## src/rtl/wiper_i2c_pkg.sv

```systemverilog
package wiper_i2c_pkg;
  typedef enum logic [2:0] {
    ST_IDLE, // waiting for START
    ST_ID,   // receiving identifier byte
    ST_REG,  // receiving register address
    ST_DATA, // receiving write data
    ST_TX,   // sending read data
    ST_SKIP  // transaction rejected or done, wait for START/STOP
  } phase_t;
endpackage

```

## src/rtl/wiper_i2c_filt.sv

```systemverilog
module wiper_i2c_filt #(
  parameter int FILT_CYC = 10
) (
  input  logic clk,
  input  logic rst_n,
  input  logic line_i,
  output logic line_o
);
  localparam int CW = $clog2(FILT_CYC + 1);

  logic [1:0]    sync_q;
  logic [CW-1:0] run_q;

  always_ff @(posedge clk or negedge rst_n) begin
    if (!rst_n) begin
      sync_q <= 2'b11;
      run_q  <= '0;
      line_o <= 1'b1;
    end else begin
      sync_q <= {sync_q[0], line_i};
      if (sync_q[1] != line_o) begin
        if (run_q == CW'(FILT_CYC - 1)) begin
          line_o <= sync_q[1];
          run_q  <= '0;
        end else begin
          run_q <= run_q + 1'b1;
        end
      end else begin
        run_q <= '0;
      end
    end
  end


  filt_settle_chk: assert property (@(posedge clk) disable iff (!rst_n)
    !$stable(line_o) |-> ($past(sync_q[1], 1) == line_o && $past(sync_q[1], 2) == line_o));
endmodule

```

## src/rtl/wiper_i2c_cond.sv

```systemverilog
module wiper_i2c_cond (
  input  logic clk,
  input  logic rst_n,
  input  logic scl_f,
  input  logic sda_f,
  output logic scl_rise,
  output logic scl_fall,
  output logic bus_start,
  output logic bus_stop
);
  logic scl_q, sda_q;

  always_ff @(posedge clk or negedge rst_n) begin
    if (!rst_n) begin
      scl_q <= 1'b1;
      sda_q <= 1'b1;
    end else begin
      scl_q <= scl_f;
      sda_q <= sda_f;
    end
  end

  assign scl_rise  = scl_f & ~scl_q;
  assign scl_fall  = ~scl_f & scl_q;
  assign bus_start = scl_f & scl_q & sda_q & ~sda_f;
  assign bus_stop  = scl_f & scl_q & ~sda_q & sda_f;
endmodule

```

## src/rtl/wiper_i2c_slave.sv

```systemverilog
module wiper_i2c_slave
  import wiper_i2c_pkg::*;
#(
  parameter int          FILT_CYC = 10,
  parameter int          WIPER_W  = 7,
  parameter logic [6:0]  DEV_ID   = 7'b0101000,
  parameter logic [7:0]  REG_ADDR = 8'h00
) (
  input  logic               clk,
  input  logic               rst_n,
  input  logic               scl_i,
  input  logic               sda_i,
  output logic               sda_oe,
  output logic [WIPER_W-1:0] wiper,
  output logic               wiper_upd
);
  localparam int BYTE_W = 8;
  localparam int CNT_W  = $clog2(BYTE_W + 1);
  localparam logic [WIPER_W-1:0] MID_CODE = WIPER_W'(1 << (WIPER_W - 1));

  logic [1:0] raw_lines, flt_lines;
  logic       scl_f, sda_f, scl_rise, scl_fall, bus_start, bus_stop;

  assign raw_lines = {scl_i, sda_i};

  for (genvar g = 0; g < 2; g++) begin : g_line
    wiper_i2c_filt #(.FILT_CYC(FILT_CYC)) i_filt (
      .clk(clk), .rst_n(rst_n), .line_i(raw_lines[g]), .line_o(flt_lines[g])
    );
  end

  assign scl_f = flt_lines[1];
  assign sda_f = flt_lines[0];

  wiper_i2c_cond i_cond (
    .clk(clk), .rst_n(rst_n), .scl_f(scl_f), .sda_f(sda_f),
    .scl_rise(scl_rise), .scl_fall(scl_fall),
    .bus_start(bus_start), .bus_stop(bus_stop)
  );

  phase_t            phase, after_ack;
  logic [CNT_W-1:0]  bit_cnt;
  logic              in_ack, mst_ack;
  logic [BYTE_W-1:0] rx_sh, tx_sh, tx_byte;

  assign tx_byte = BYTE_W'(wiper);

  always_ff @(posedge clk or negedge rst_n) begin
    if (!rst_n) begin
      phase     <= ST_IDLE;
      after_ack <= ST_IDLE;
      bit_cnt   <= '0;
      in_ack    <= 1'b0;
      mst_ack   <= 1'b0;
      rx_sh     <= '0;
      tx_sh     <= '0;
      sda_oe    <= 1'b0;
      wiper     <= MID_CODE;
      wiper_upd <= 1'b0;
    end else begin
      wiper_upd <= 1'b0;
      if (bus_stop) begin
        phase   <= ST_IDLE;
        sda_oe  <= 1'b0;
        in_ack  <= 1'b0;
        bit_cnt <= '0;
      end else if (bus_start) begin
        phase   <= ST_ID;
        sda_oe  <= 1'b0;
        in_ack  <= 1'b0;
        bit_cnt <= '0;
      end else if (phase != ST_IDLE && phase != ST_SKIP) begin
        if (scl_rise) begin
          if (in_ack) begin
            mst_ack <= ~sda_f;
          end else if (bit_cnt != CNT_W'(BYTE_W)) begin
            rx_sh   <= {rx_sh[BYTE_W-2:0], sda_f};
            bit_cnt <= bit_cnt + 1'b1;
          end
        end else if (scl_fall) begin
          if (in_ack) begin
            in_ack  <= 1'b0;
            bit_cnt <= '0;
            if (phase == ST_TX && !mst_ack) begin
              phase  <= ST_SKIP;
              sda_oe <= 1'b0;
            end else if (phase == ST_TX || after_ack == ST_TX) begin
              phase   <= ST_TX;
              tx_sh   <= tx_byte;
              sda_oe  <= ~tx_byte[BYTE_W-1];
              mst_ack <= 1'b0;
            end else begin
              phase  <= after_ack;
              sda_oe <= 1'b0;
            end
          end else if (bit_cnt == CNT_W'(BYTE_W)) begin
            case (phase)
              ST_ID: begin
                if (rx_sh[BYTE_W-1:1] == DEV_ID) begin
                  sda_oe    <= 1'b1;
                  in_ack    <= 1'b1;
                  after_ack <= rx_sh[0] ? ST_TX : ST_REG;
                end else begin
                  phase <= ST_SKIP;
                end
              end
              ST_REG: begin
                if (rx_sh == REG_ADDR) begin
                  sda_oe    <= 1'b1;
                  in_ack    <= 1'b1;
                  after_ack <= ST_DATA;
                end else begin
                  phase <= ST_SKIP;
                end
              end
              ST_DATA: begin
                wiper     <= rx_sh[WIPER_W-1:0];
                wiper_upd <= 1'b1;
                sda_oe    <= 1'b1;
                in_ack    <= 1'b1;
                after_ack <= ST_SKIP;
              end
              default: begin
                sda_oe <= 1'b0;
                in_ack <= 1'b1;
              end
            endcase
          end else if (phase == ST_TX) begin
            tx_sh  <= {tx_sh[BYTE_W-2:0], 1'b0};
            sda_oe <= ~tx_sh[BYTE_W-2];
          end
        end
      end
    end
  end


  wiper_strobe_chk: assert property (@(posedge clk) disable iff (!rst_n)
    !$stable(wiper) |-> wiper_upd);

  upd_pulse_chk: assert property (@(posedge clk) disable iff (!rst_n)
    wiper_upd |=> !wiper_upd);

  drive_scl_low_chk: assert property (@(posedge clk) disable iff (!rst_n)
    $rose(sda_oe) |-> !scl_f);

  idle_release_chk: assert property (@(posedge clk) disable iff (!rst_n)
    (phase == ST_IDLE || phase == ST_SKIP) |-> !sda_oe);
endmodule

```

## config.mk

```make
export PLATFORM = sky130hd
export DESIGN_NAME = wiper_i2c_slave
export DESIGN_NICKNAME = d
export VERILOG_FILES = /design/src/rtl/wiper_i2c_pkg.sv /design/src/rtl/wiper_i2c_filt.sv /design/src/rtl/wiper_i2c_cond.sv /design/src/rtl/wiper_i2c_slave.sv
export SDC_FILE = /design/constraint.sdc
export NUM_CORES = 1
export LEC_CHECK = 0
export BUFFER_PORTS_ARGS = -buffer_cell sky130_fd_sc_hd__clkbuf_2
export CORE_ASPECT_RATIO = 0.75
export CORE_MARGIN = 2
export CORE_UTILIZATION = 60
export CTS_CLUSTER_DIAMETER = 60
export DETAILED_ROUTE_END_ITERATION = 8
export HOLD_SLACK_MARGIN = 0.02
export PLACE_DENSITY = 0.87
export SYNTH_ARGS = -nofsm -noshare
export SYNTH_HDL_FRONTEND = slang
export SYNTH_HIERARCHICAL = 1
export SYNTH_SLANG_ARGS = --single-unit
```

## constraint.sdc

```tcl
create_clock -name clk -period 2.95 [get_ports clk]
set_clock_uncertainty 0.2 [all_clocks]
set_input_delay 0.59 -clock clk [delete_from_list [all_inputs] [get_ports clk]]
set_output_delay 0.59 -clock clk [all_outputs]
set_load 0.02 [all_outputs]
```

==> out/qor.yml, run 1 <==
post_route_cells_drive_above_1_share_pct: 32.17
groute.usage.overall_pct: 19.86
synthToLayoutAreaGrowth_pct: 9.339
via_per_inst: 5.660
worst_r2r_startpoint: "g_line[0].i_filt/line_o"
cts.clk_slew.worst_paths_ns: 0.08
final-setup-viol-count: 0
drt_wl_total_um: 4146
leakage_nw: 1.315
drc: 0
power_density_nw_per_um2: 472.4
cp-start-kind: "flip-flop"
yosys.cell_types.count: 45
finalHoldViolCount: 0
crit_path_time_final_ns: 2.731
hpwlAfterDp_um: 3094
timing.final.crit_share_pct: 92.58
fp.dieW_um: 78.82
syn-mean-instance-area_um2: 11.94
max_freq_mhz: 366.1
detailedPlace.worstSlack_ns: 0.2888
totalNegativeSetupSlack_ns: 0
timing.final.max_slew_violations: 0
routed-via-count: 1613
worst-setup-path-type: "flip-flop to flip-flop"
postCtsResizedCells: 0
slew_headroom_pct: 57.20
design.final.nets: 239
detailedRoute.firstPassIterationCount: 4
drt_first_iter_violations: 208
async_reset_ff_share_pct: 100.0
dieArea_um2: 4738
grt_start_max_net_pins: 31
place.gp.congestion: 0.8975
yosys_register_bits: 52
die_y_um: 60.11
floorplan.initialDensity_pct: 62.52
postSynthNetCount: 221
syn-instance-count: 211
irDropWorstVdd_v: 0.0003200
cp-end-kind: "flip-flop"
postCtsSetupRepairBufs: 0
cts_htree_levels: 2
wire_length_of_the_first_global_routing_pass_um: 7044
clock_path_buffers: 2
timing.critical_path.from: "g_line[0].i_filt/line_o"
rsz_0062_raised_after_global_routing: "false"
synthesis.area_um2: 2519
seq_area_frac_synth_pct: 52.11
rows: 20
drv_cap: 0
synth_enable_flop_cells: 0
worst_pin_slew_ns: 0.6419
finalWorstSetupSlack_ns: 0.2188
layout.filler_cells: 293
antenna_cells: 0
io_pins: 13
grt_overflow_total: 0
clock-root-buffer: "sky130_fd_sc_hd__clkbuf_8"
worst-path-max-fanout: 8
ys_dominant_reg_cell: "sky130_fd_sc_hd__dfrtp_1"
type_of_the_worst_min_delay_path: "primary input to asynchronous set/reset pin"
fp.coreArea_um2: 4029
tritoncts_clock_tree: "done"
antenna_nets_post_route: 0
worstPathArrival_ns: 2.72
clkSinkCount: 52
ys_warn_count: 6
post_route_hold_slack_ns: 0.05543
vias_in_the_first_global_route: 1480
cp.required_ns: 2.94
port_buffers: 12
run_status: "completed"
numCtsBuffers: 5
grt_antenna_before_repair: 0
clk_latency_worst_skew_pair_ns: 0.30
detail_route.wl_per_cell_um: 14.55
post_cts_hold_buffer_count: 0
cell families (layout without fill, tap and decap cells):
| kind of cell | count (synthesis) | in the layout | share of synthesized area (%) |
|---|---|---|---|
| AND/OR/NAND/NOR | 69 | 69 | 16.99 |
| flip-flops | 52 | 52 | 52.11 |
| AO/OA/AOI/OAI | 23 | 23 | 5.912 |
| adder cells (fa/ha/maj) | 6 | 6 | 2.981 |
| buffers and inverters | 17 | 36 | 3.030 |
| multiplexers | 36 | 36 | 16.19 |
| XOR/XNOR | 8 | 8 | 2.782 |
area by class of cell:
class / instances / area (µm²) / area share [%]
multi-input cells: 142 / 1130 / 41.03
flip-flops and latches: 52 / 1313 / 47.66
well taps: 55 / 68.82 / 2.499
clock inverters: 2 / 35.03 / 1.272
clock buffers: 6 / 72.57 / 2.635
inverters: 12 / 45.04 / 1.636
repair buffers: 16 / 90.09 / 3.271
critical path, stage by stage, from the launching register on:
cell and delay (ns):
sky130_fd_sc_hd__dfstp_2 0.58, sky130_fd_sc_hd__and4b_1 0.22, sky130_fd_sc_hd__nor2_1 0.40, sky130_fd_sc_hd__nand4_1 0.27, sky130_fd_sc_hd__nor3_2 0.54, sky130_fd_sc_hd__mux2_2 0.40
synth_stat cells, types with 2 or more instances:
library cell | number | area [µm²]
sky130_fd_sc_hd__o21ai_0 | 9 | 45.04
sky130_fd_sc_hd__dfstp_2 | 9 | 236.5
sky130_fd_sc_hd__o21a_1 | 2 | 15.01
sky130_fd_sc_hd__xnor2_1 | 3 | 26.28
sky130_fd_sc_hd__nand3b_4 | 2 | 40.04
sky130_fd_sc_hd__dfrtp_1 | 43 | 1076
sky130_fd_sc_hd__nand4_1 | 2 | 12.51
sky130_fd_sc_hd__mux2_2 | 30 | 337.8
sky130_fd_sc_hd__ha_1 | 6 | 75.07
sky130_fd_sc_hd__or4_1 | 3 | 22.52
sky130_fd_sc_hd__nor3_1 | 7 | 35.03
sky130_fd_sc_hd__a31oi_1 | 3 | 18.77
sky130_fd_sc_hd__nand2_1 | 15 | 56.30
sky130_fd_sc_hd__mux2_4 | 2 | 30.03
sky130_fd_sc_hd__nor4_1 | 2 | 12.51
sky130_fd_sc_hd__nor2b_1 | 4 | 25.02
sky130_fd_sc_hd__nor2_1 | 16 | 60.06
sky130_fd_sc_hd__nor3b_1 | 2 | 15.01
sky130_fd_sc_hd__inv_1 | 12 | 45.04
sky130_fd_sc_hd__mux2i_1 | 4 | 40.04
sky130_fd_sc_hd__nand3_1 | 4 | 20.02
sky130_fd_sc_hd__xor2_1 | 5 | 43.79
sky130_fd_sc_hd__a32o_1 | 2 | 20.02
sky130_fd_sc_hd__a21oi_1 | 2 | 10.01
sky130_fd_sc_hd__and4b_1 | 2 | 20.02
power breakdown:
| group | total [mW] | switching (mW) | internal [mW] | leakage (nW) |
|---|---|---|---|---|
| Combinational | 0.0726 | 0.0409 | 0.0317 | 0.571 |
| Clock | 0.468 | 0.216 | 0.252 | 0.0552 |
| Sequential | 0.761 | 0.0207 | 0.740 | 0.690 |
cells in the final DEF, fill, tap and decap left out, drive strengths merged, types with 2 or more instances in the layout:
| master | Yosys | final |
|---|---|---|
| a21oi | 2 | 2 |
| a31oi | 3 | 3 |
| a32o | 2 | 2 |
| and4b | 2 | 2 |
| buf | 4 | 4 |
| clkbuf | 1 | 18 |
| dfrtp | 43 | 43 |
| dfstp | 9 | 9 |
| ha | 6 | 6 |
| inv | 12 | 12 |
| mux2 | 32 | 32 |
| mux2i | 4 | 4 |
| nand2 | 15 | 15 |
| nand3 | 4 | 4 |
| nand3b | 3 | 3 |
| nand4 | 2 | 2 |
| nor2 | 16 | 16 |
| nor2b | 4 | 4 |
| nor3 | 8 | 8 |
| nor3b | 3 | 3 |
| nor4 | 3 | 3 |
| o21a | 2 | 2 |
| o21ai | 10 | 10 |
| or4 | 3 | 3 |
| xnor2 | 3 | 3 |
| xor2 | 5 | 5 |
flip-flops by register name, indices dropped and copies added, names as in the netlist:
register and count:
sda_oe 1, phase 3, after_ack 3, rx_sh 8
in_ack 1, wiper 7, i_cond/sda_q 1, mst_ack 1
g_line.i_filt/run_q 8, g_line.i_filt/line_o 2, bit_cnt 4, g_line.i_filt/sync_q 4
tx_sh 7, i_cond/scl_q 1, wiper_upd 1
metal layers:
| layer | global-route usage, % | part of all wire (%) |
|---|---|---|
| met2 | 27.96 | 43 |
| met3 | 4.683 | 5.7 |
| met4 | 6.897 | 1.6 |
| met1 | 30.18 | 50 |
| met5 | 0 | 0 |
metrics by stage:
| step | power (mW) | utilization [%] | cells | instance area, µm² |
|---|---|---|---|---|
| 3_5_place_dp | 0.8486 | 65.68 | 277 | 2646 |
| 2_1_floorplan | 0.8186 | - | 211 | 2519 |
| 4_1_cts | 1.319 | 68.35 | 285 | 2754 |
| 5_1_grt | 1.370 | 68.35 | 285 | 2754 |
| 6_report | 1.301 | 68.35 | 285 | 2754 |
| 3_3_place_gp | 0.8453 | 65.68 | 277 | 2646 |
final timing paths:
check,endpoint,slack [ns],cells after the start
max in group asynchronous,wiper[6],2.14,2
min in group clk,g_line[0].i_filt/sync_q[1],0.16,0
setup / recovery,wiper[3],0.22,5
hold / removal,g_line[0].i_filt/run_q[1],0.06,2
setup reg to reg,wiper[3],0.22,5
hold reg to reg,g_line[0].i_filt/sync_q[1],0.16,0
(Power assumes the default switching activity.)
==> run 2, diff against run 1 <==
--- a/config.mk
+++ b/config.mk
@@ -7,12 +7,12 @@
 export LEC_CHECK = 0
 export BUFFER_PORTS_ARGS = -buffer_cell sky130_fd_sc_hd__clkbuf_2
 export CORE_ASPECT_RATIO = 0.75
-export CORE_MARGIN = 2
 export CORE_UTILIZATION = 60
 export CTS_CLUSTER_DIAMETER = 60
 export DETAILED_ROUTE_END_ITERATION = 8
 export HOLD_SLACK_MARGIN = 0.02
 export PLACE_DENSITY = 0.87
+export REMOVE_ABC_BUFFERS = 1
 export SYNTH_ARGS = -nofsm -noshare
 export SYNTH_HDL_FRONTEND = slang
 export SYNTH_HIERARCHICAL = 1
==> run 2 against run 1 <==
  * Routed wire length up 11%
  * Power up 1.2%
  * Core utilization up 3.8 points
  * Sequential cell count unchanged
==> out/qor.yml, run 2 (synthesized netlist as in run 1, its figures left out) <==
worst_pin_slew_ns: 0.6722  # +0.03029 ns
detail_route.wl_per_cell_um: 16.22  # +11%
detailroute.wirelength.met3_um: 293  # +24%
m1WireLength_um: 2261  # +9.6%
dieArea_um2: 4464  # -5.8%
fp.coreArea_um2: 3827  # -5.0%
worstHoldPathCells: 1
synthToLayoutAreaGrowth_pct: 9.637
numCtsBuffers: 5  # unchanged
critical_path.max_stage_delay_ns: 0.59  # about the same
biggestRegsByFlops: "g_line.i_filt/run_q (8), rx_sh (8)"
tritoncts_clock_tree: "done"
groute.usage.overall_pct: 23.86  # +4.0 points
via_per_inst: 5.760  # +1.8%
wire_length_of_the_first_global_routing_pass_um: 7962  # +13%
r2r_slack_ns: 0.22  # about the same
rsz_0062_raised_after_global_routing: "false"
drt_wl_total_um: 4590  # +11%
worst-r2r-cell-count: 5  # unchanged
worst-path-stages: 5  # unchanged
postCtsSetupRepairBufs: 0  # unchanged
met2_wirelength_from_detailed_routing_um: 1983  # +12%
worst_r2r_startpoint: "g_line[0].i_filt/line_o"
final-setup-viol-count: 0  # unchanged
cp.required_ns: 2.95  # about the same
timing.final.crit_share_pct: 92.62  # about the same
cts_htree_levels: 2  # unchanged
worst_hold_startpoint: "sda_i"
place.gp.congestion: 0.8953  # -0.25%
crit_path_time_final_ns: 2.732  # +0.001264 ns
layout_commonest_cell: "sky130_fd_sc_hd__dfrtp_1"
layout.cells.most_common_list: "43 x sky130_fd_sc_hd__dfrtp_1, 30 x sky130_fd_sc_hd__mux2_2, 16 x sky130_fd_sc_hd__nor2_1"
final_cell_area_um2: 2761  # +0.27%
slew_headroom_pct: 55.18  # -2.0 points
irDropWorstVdd_v: 0.0003719  # +16%
design.final.nets: 240  # +0.42%
layout.area.seq_um2: 1313  # unchanged
port_buffers: 12  # unchanged
antenna_cells: 0  # unchanged
worst-setup-path-type: "flip-flop to flip-flop"
run_status: "completed"
worstPathArrival_ns: 2.73  # about the same
rows: 19  # -5.0%
postCtsResizedCells: 0  # unchanged
critPathBufInv: 0  # unchanged
totalNegativeSetupSlack_ns: 0  # unchanged
power_density_nw_per_um2: 476.6  # +0.89%
grt_antenna_before_repair: 0  # unchanged
placed_cell_area_um2: 2650  # +0.14%
timing.final.max_slew_violations: 0  # unchanged
detailedPlace.worstSlack_ns: 0.2490  # -0.03987 ns
clock-root-buffer: "sky130_fd_sc_hd__clkbuf_8"
detailedRoute.firstPassIterationCount: 4  # unchanged
fp.dieW_um: 76.82  # -2.5%
clock_path_buffers: 2  # unchanged
finalWorstSetupSlack_ns: 0.2176  # -0.001264 ns
drc: 0  # unchanged
routed-via-count: 1630  # +1.1%
path_delay_family: "simple AND/OR/NAND/NOR gates"
cp-start-kind: "flip-flop"
route.top_layer_used: "met4"
timing.critical_path.from: "g_line[0].i_filt/line_o"
layout.filler_cells: 256  # -13%
die_y_um: 58.11  # -3.3%
endpoint: "wiper[0]"
post_route_cells_drive_above_1_share_pct: 32.90  # +0.73 points
leakage_nw: 1.320  # +0.39%
worst-path-max-fanout: 8  # unchanged
clkSinkCount: 52  # unchanged
totalPowerFinal_mw: 1.316  # +1.2%
floorplan.initialDensity_pct: 65.81  # +3.3 points
fin_cells: 283  # -0.70%
multi_input_area_um2: 1130  # unchanged
hpwlAfterDp_um: 3277  # +5.9%
cp-end-kind: "flip-flop"
vias_in_the_first_global_route: 1625  # +9.8%
drv_cap: 0  # unchanged
antenna_nets_post_route: 0  # unchanged
type_of_the_worst_min_delay_path: "primary input to flip-flop"
timing.critical_path.slowest_stage_cell: "sky130_fd_sc_hd__dfstp_2"
max_freq_mhz: 366.0  # about the same
io_pins: 13  # unchanged
grt_overflow_total: 0  # unchanged
grt_start_max_net_pins: 53  # +71%
finalHoldViolCount: 0  # unchanged
post_cts_hold_buffer_count: 0  # unchanged
r2r_path_end: "wiper[0]"
placed_cells_incl_taps: 275  # -0.72%
crit_path_cells: "and4b_1 > nor2_1 > nand4_1 > nor3_2 > mux2_2"
clk_latency_worst_skew_pair_ns: 0.31  # about the same
cts.clk_slew.worst_paths_ns: 0.09  # about the same
drt_first_iter_violations: 169  # -19%
-- run 2: changes by cell type in the layout (fill, tap and decap cells not counted), sizes merged --
cell	delta
clkbuf	-1
clkinvlp	+1
buf	+1
-- run 2: worst min path at each step --
stage	endpoint	slack (ns)
after detailed placement	g_line[0].i_filt/sync_q[1]	0.15
after CTS	g_line[0].i_filt/sync_q[0]	0.14
after global routing	g_line[0].i_filt/sync_q[0]	0.13
final	g_line[0].i_filt/sync_q[0]	0.15
after global placement	g_line[0].i_filt/sync_q[1]	0.15
after floorplan	after_ack[0]	0.09
-- run 2: area by class of cell --
type                       count  share of cell area (%)
sequential                    52                   47.53
inverter                      12                   1.631
clock inverter                 3                   1.541
tap                           52                   2.356
multi-input combinational    142                   40.92
timing repair buffer          17                   3.534
clock buffer                   5                   2.492
-- run 2: worst register-to-register path, cell delays in order, from the launching register on --
cell	delay, ns
sky130_fd_sc_hd__dfstp_2	0.59
sky130_fd_sc_hd__and4b_1	0.23
sky130_fd_sc_hd__nor2_1	0.37
sky130_fd_sc_hd__nand4_1	0.27
sky130_fd_sc_hd__nor3_2	0.56
sky130_fd_sc_hd__mux2_2	0.40
-- run 2: report_power, final --
group / switching, mW / internal, mW / leakage [nW] / total [mW]
clock network: 0.229 / 0.251 / 0.0541 / 0.480
logic: 0.0424 / 0.0317 / 0.577 / 0.0740
registers: 0.0215 / 0.740 / 0.690 / 0.762
total: 0.293 / 1.02 / 1.32 / 1.32
-- run 2: layer usage --
metal / GRT usage (%) / vias to the layer above
met1: 35.25 / 783
met2: 33.93 / 56
met5: 0 / -
met3: 5.669 / 7
met4: 9.890 / 0
li1: - / 784
-- run 2: stage by stage --
step | utilization [%] | hold slack [ns]
after floorplan | - | 0.09441
after global placement | 69.24 | 0.1463
after detailed placement | 69.24 | 0.1473
after CTS | 72.15 | 0.1436
after global routing | 72.15 | 0.1301
final | 72.15 | 0.1524
==> run 3, diff against run 2 <==
--- a/config.mk
+++ b/config.mk
@@ -11,7 +11,7 @@
 export CTS_CLUSTER_DIAMETER = 60
 export DETAILED_ROUTE_END_ITERATION = 8
 export HOLD_SLACK_MARGIN = 0.02
-export PLACE_DENSITY = 0.87
+export PLACE_DENSITY = 0.86
 export REMOVE_ABC_BUFFERS = 1
 export SYNTH_ARGS = -nofsm -noshare
 export SYNTH_HDL_FRONTEND = slang
==> run 3 against run 2 <==
  * Die area stayed put
  * Sequential power is essentially flat
  * Fmax decreased by 0.17%
  * Critical endpoint unchanged
  * Setup slack worse by 0.0047 ns
==> out/qor.yml, run 3 (synthesized netlist as in run 1, its figures left out) <==
io_pins: 13  # unchanged
antenna_cells: 0  # unchanged
numCtsBuffers: 5  # unchanged
clkSinkCount: 52  # unchanged
power_density_nw_per_um2: 458.3  # -3.8%
place.gp.congestion: 0.8803  # -1.7%
cp-start-kind: "flip-flop"
placed_cell_area_um2: 2635  # -0.57%
wire_length_of_the_first_global_routing_pass_um: 7548  # -5.2%
crit_path_cells: "and4b_1 > nor2_1 > nand4_1 > nor3_2 > mux2_2"
max_freq_mhz: 365.3  # -0.17%
leakage_nw: 1.299  # -1.6%
cp-end-kind: "flip-flop"
timing.critical_path.slowest_stage_cell: "sky130_fd_sc_hd__dfstp_2"
r2r_path_end: "wiper[0]"
drv_cap: 0  # unchanged
final_core_util_pct: 71.40  # -0.75 points
groute.usage.overall_pct: 22.00  # -1.9 points
finalHoldViolCount: 0  # unchanged
endpoint: "wiper[0]"
biggestRegsByFlops: "g_line.i_filt/run_q (8), rx_sh (8)"
grt_overflow_total: 0  # unchanged
post_route_hold_slack_ns: 0.1595  # +0.007037 ns
detailedPlace.worstSlack_ns: 0.2717  # +0.02274 ns
totalPowerFinal_mw: 1.252  # -4.8%
post_cts_hold_buffer_count: 0  # unchanged
type_of_the_worst_min_delay_path: "primary input to flip-flop"
irDropWorstVdd_v: 0.0003339  # -10%
crit_path_time_final_ns: 2.737  # +0.004716 ns
timing.final.crit_share_pct: 92.78  # +0.16 points
drt_first_iter_violations: 144  # -15%
slew_headroom_pct: 51.61  # -3.6 points
clock-root-buffer: "sky130_fd_sc_hd__clkbuf_8"
worst-path-max-fanout: 8  # unchanged
rows: 19  # unchanged
layout_commonest_cell: "sky130_fd_sc_hd__dfrtp_1"
timing.critical_path.from: "g_line[0].i_filt/line_o"
run_status: "completed"
vias_in_the_first_global_route: 1542  # -5.1%
die_y_um: 58.11  # unchanged
worst-setup-path-type: "flip-flop to flip-flop"
detail_route.wl_per_cell_um: 15.59  # -3.9%
post_route_cells_drive_above_1_share_pct: 32.31  # -0.59 points
antenna_nets_post_route: 0  # unchanged
timing.final.max_slew_violations: 0  # unchanged
worst_pin_slew_ns: 0.7259  # +0.05366 ns
cts.clk_slew.worst_paths_ns: 0.09  # about the same
grt_start_max_net_pins: 53  # unchanged
fin_cells: 281  # -0.71%
floorplan.initialDensity_pct: 65.81  # unchanged
r2r_slack_ns: 0.21  # about the same
postCtsSetupRepairBufs: 0  # unchanged
grt_antenna_before_repair: 0  # unchanged
synthToLayoutAreaGrowth_pct: 8.495
critical_path.max_stage_delay_ns: 0.59  # about the same
layout.cells.most_common_list: "43 x sky130_fd_sc_hd__dfrtp_1, 30 x sky130_fd_sc_hd__mux2_2, 16 x sky130_fd_sc_hd__nor2_1"
placed_cells_incl_taps: 273  # -0.73%
final-setup-viol-count: 0  # unchanged
finalWorstSetupSlack_ns: 0.2129  # -0.004716 ns
cp.required_ns: 2.94  # about the same
drt_wl_total_um: 4380  # -4.6%
tritoncts_clock_tree: "done"
design.final.nets: 238  # -0.83%
cts_htree_levels: 2  # unchanged
hpwlAfterDp_um: 3084  # -5.9%
clk_latency_worst_skew_pair_ns: 0.30  # about the same
via_per_inst: 5.808  # +0.84%
final_cell_area_um2: 2733  # -1.0%
fp.coreArea_um2: 3827  # unchanged
dieArea_um2: 4464  # unchanged
worst-r2r-cell-count: 5  # unchanged
fp.dieW_um: 76.82  # unchanged
layout.filler_cells: 267  # +4.3%
worst_r2r_startpoint: "g_line[0].i_filt/line_o"
worstPathArrival_ns: 2.73  # about the same
totalNegativeSetupSlack_ns: 0  # unchanged
clock_path_buffers: 2  # unchanged
port_buffers: 12  # unchanged
rsz_0062_raised_after_global_routing: "false"
routed-via-count: 1632  # +0.12%
drc: 0  # unchanged
postCtsResizedCells: 0  # unchanged
detailedRoute.firstPassIterationCount: 4  # unchanged
run 3: cell types whose count changed in the layout (fill, tap and decap cells not counted):
| cell | change |
|---|---|
| sky130_fd_sc_hd__buf_4 | -2 |
| sky130_fd_sc_hd__bufinv_16 | -1 |
| sky130_fd_sc_hd__clkbuf_8 | +1 |
| sky130_fd_sc_hd__clkinv_2 | -1 |
| sky130_fd_sc_hd__clkinvlp_4 | +1 |
run 3: per-layer routing:
metal  vias to the layer above  wire (µm)  track usage [%]
met3                         5        306            5.039
li1                        779          -                -
met5                         -          0                0
met1                       792       2144            32.63
met4                         0         39            6.319
met2                        56       1890            32.65
run 3: report_power, final:
part,switching [mW],total (mW),leakage (nW),internal [mW]
clock,0.229,0.419,0.0434,0.190
combinational,0.0414,0.0722,0.566,0.0308
sequential,0.0208,0.761,0.690,0.740
total,0.291,1.25,1.30,0.961
run 3: worst max-delay path: cells and delay by family (launching register included):
family,cells,cell delay (ns)
mux,1,0.41
simple gates,4,1.43
flops,1,0.59
run 3: area by class of cell:
| cell class | instances | area (µm²) | area share, % |
|---|---|---|---|
| multi-input cells | 142 | 1130 | 41.35 |
| clock buffers | 6 | 82.58 | 3.022 |
| clock inverters | 2 | 15.01 | 0.5495 |
| well taps | 52 | 65.06 | 2.381 |
| repair buffers | 15 | 82.58 | 3.022 |
| flip-flops and latches | 52 | 1313 | 48.03 |
| inverters | 12 | 45.04 | 1.648 |
run 3: how the worst min path moves through the flow:
stage	startpoint	to	slack, ns	cells past startpoint
after floorplan	rst_n	after_ack[0]	0.09	0
after global placement	g_line[0].i_filt/sync_q[0]	g_line[0].i_filt/sync_q[1]	0.15	0
after detailed placement	g_line[1].i_filt/sync_q[0]	g_line[1].i_filt/sync_q[1]	0.15	0
after CTS	sda_i	g_line[0].i_filt/sync_q[0]	0.15	1
after global routing	sda_i	g_line[0].i_filt/sync_q[0]	0.15	1
final	sda_i	g_line[0].i_filt/sync_q[0]	0.16	1
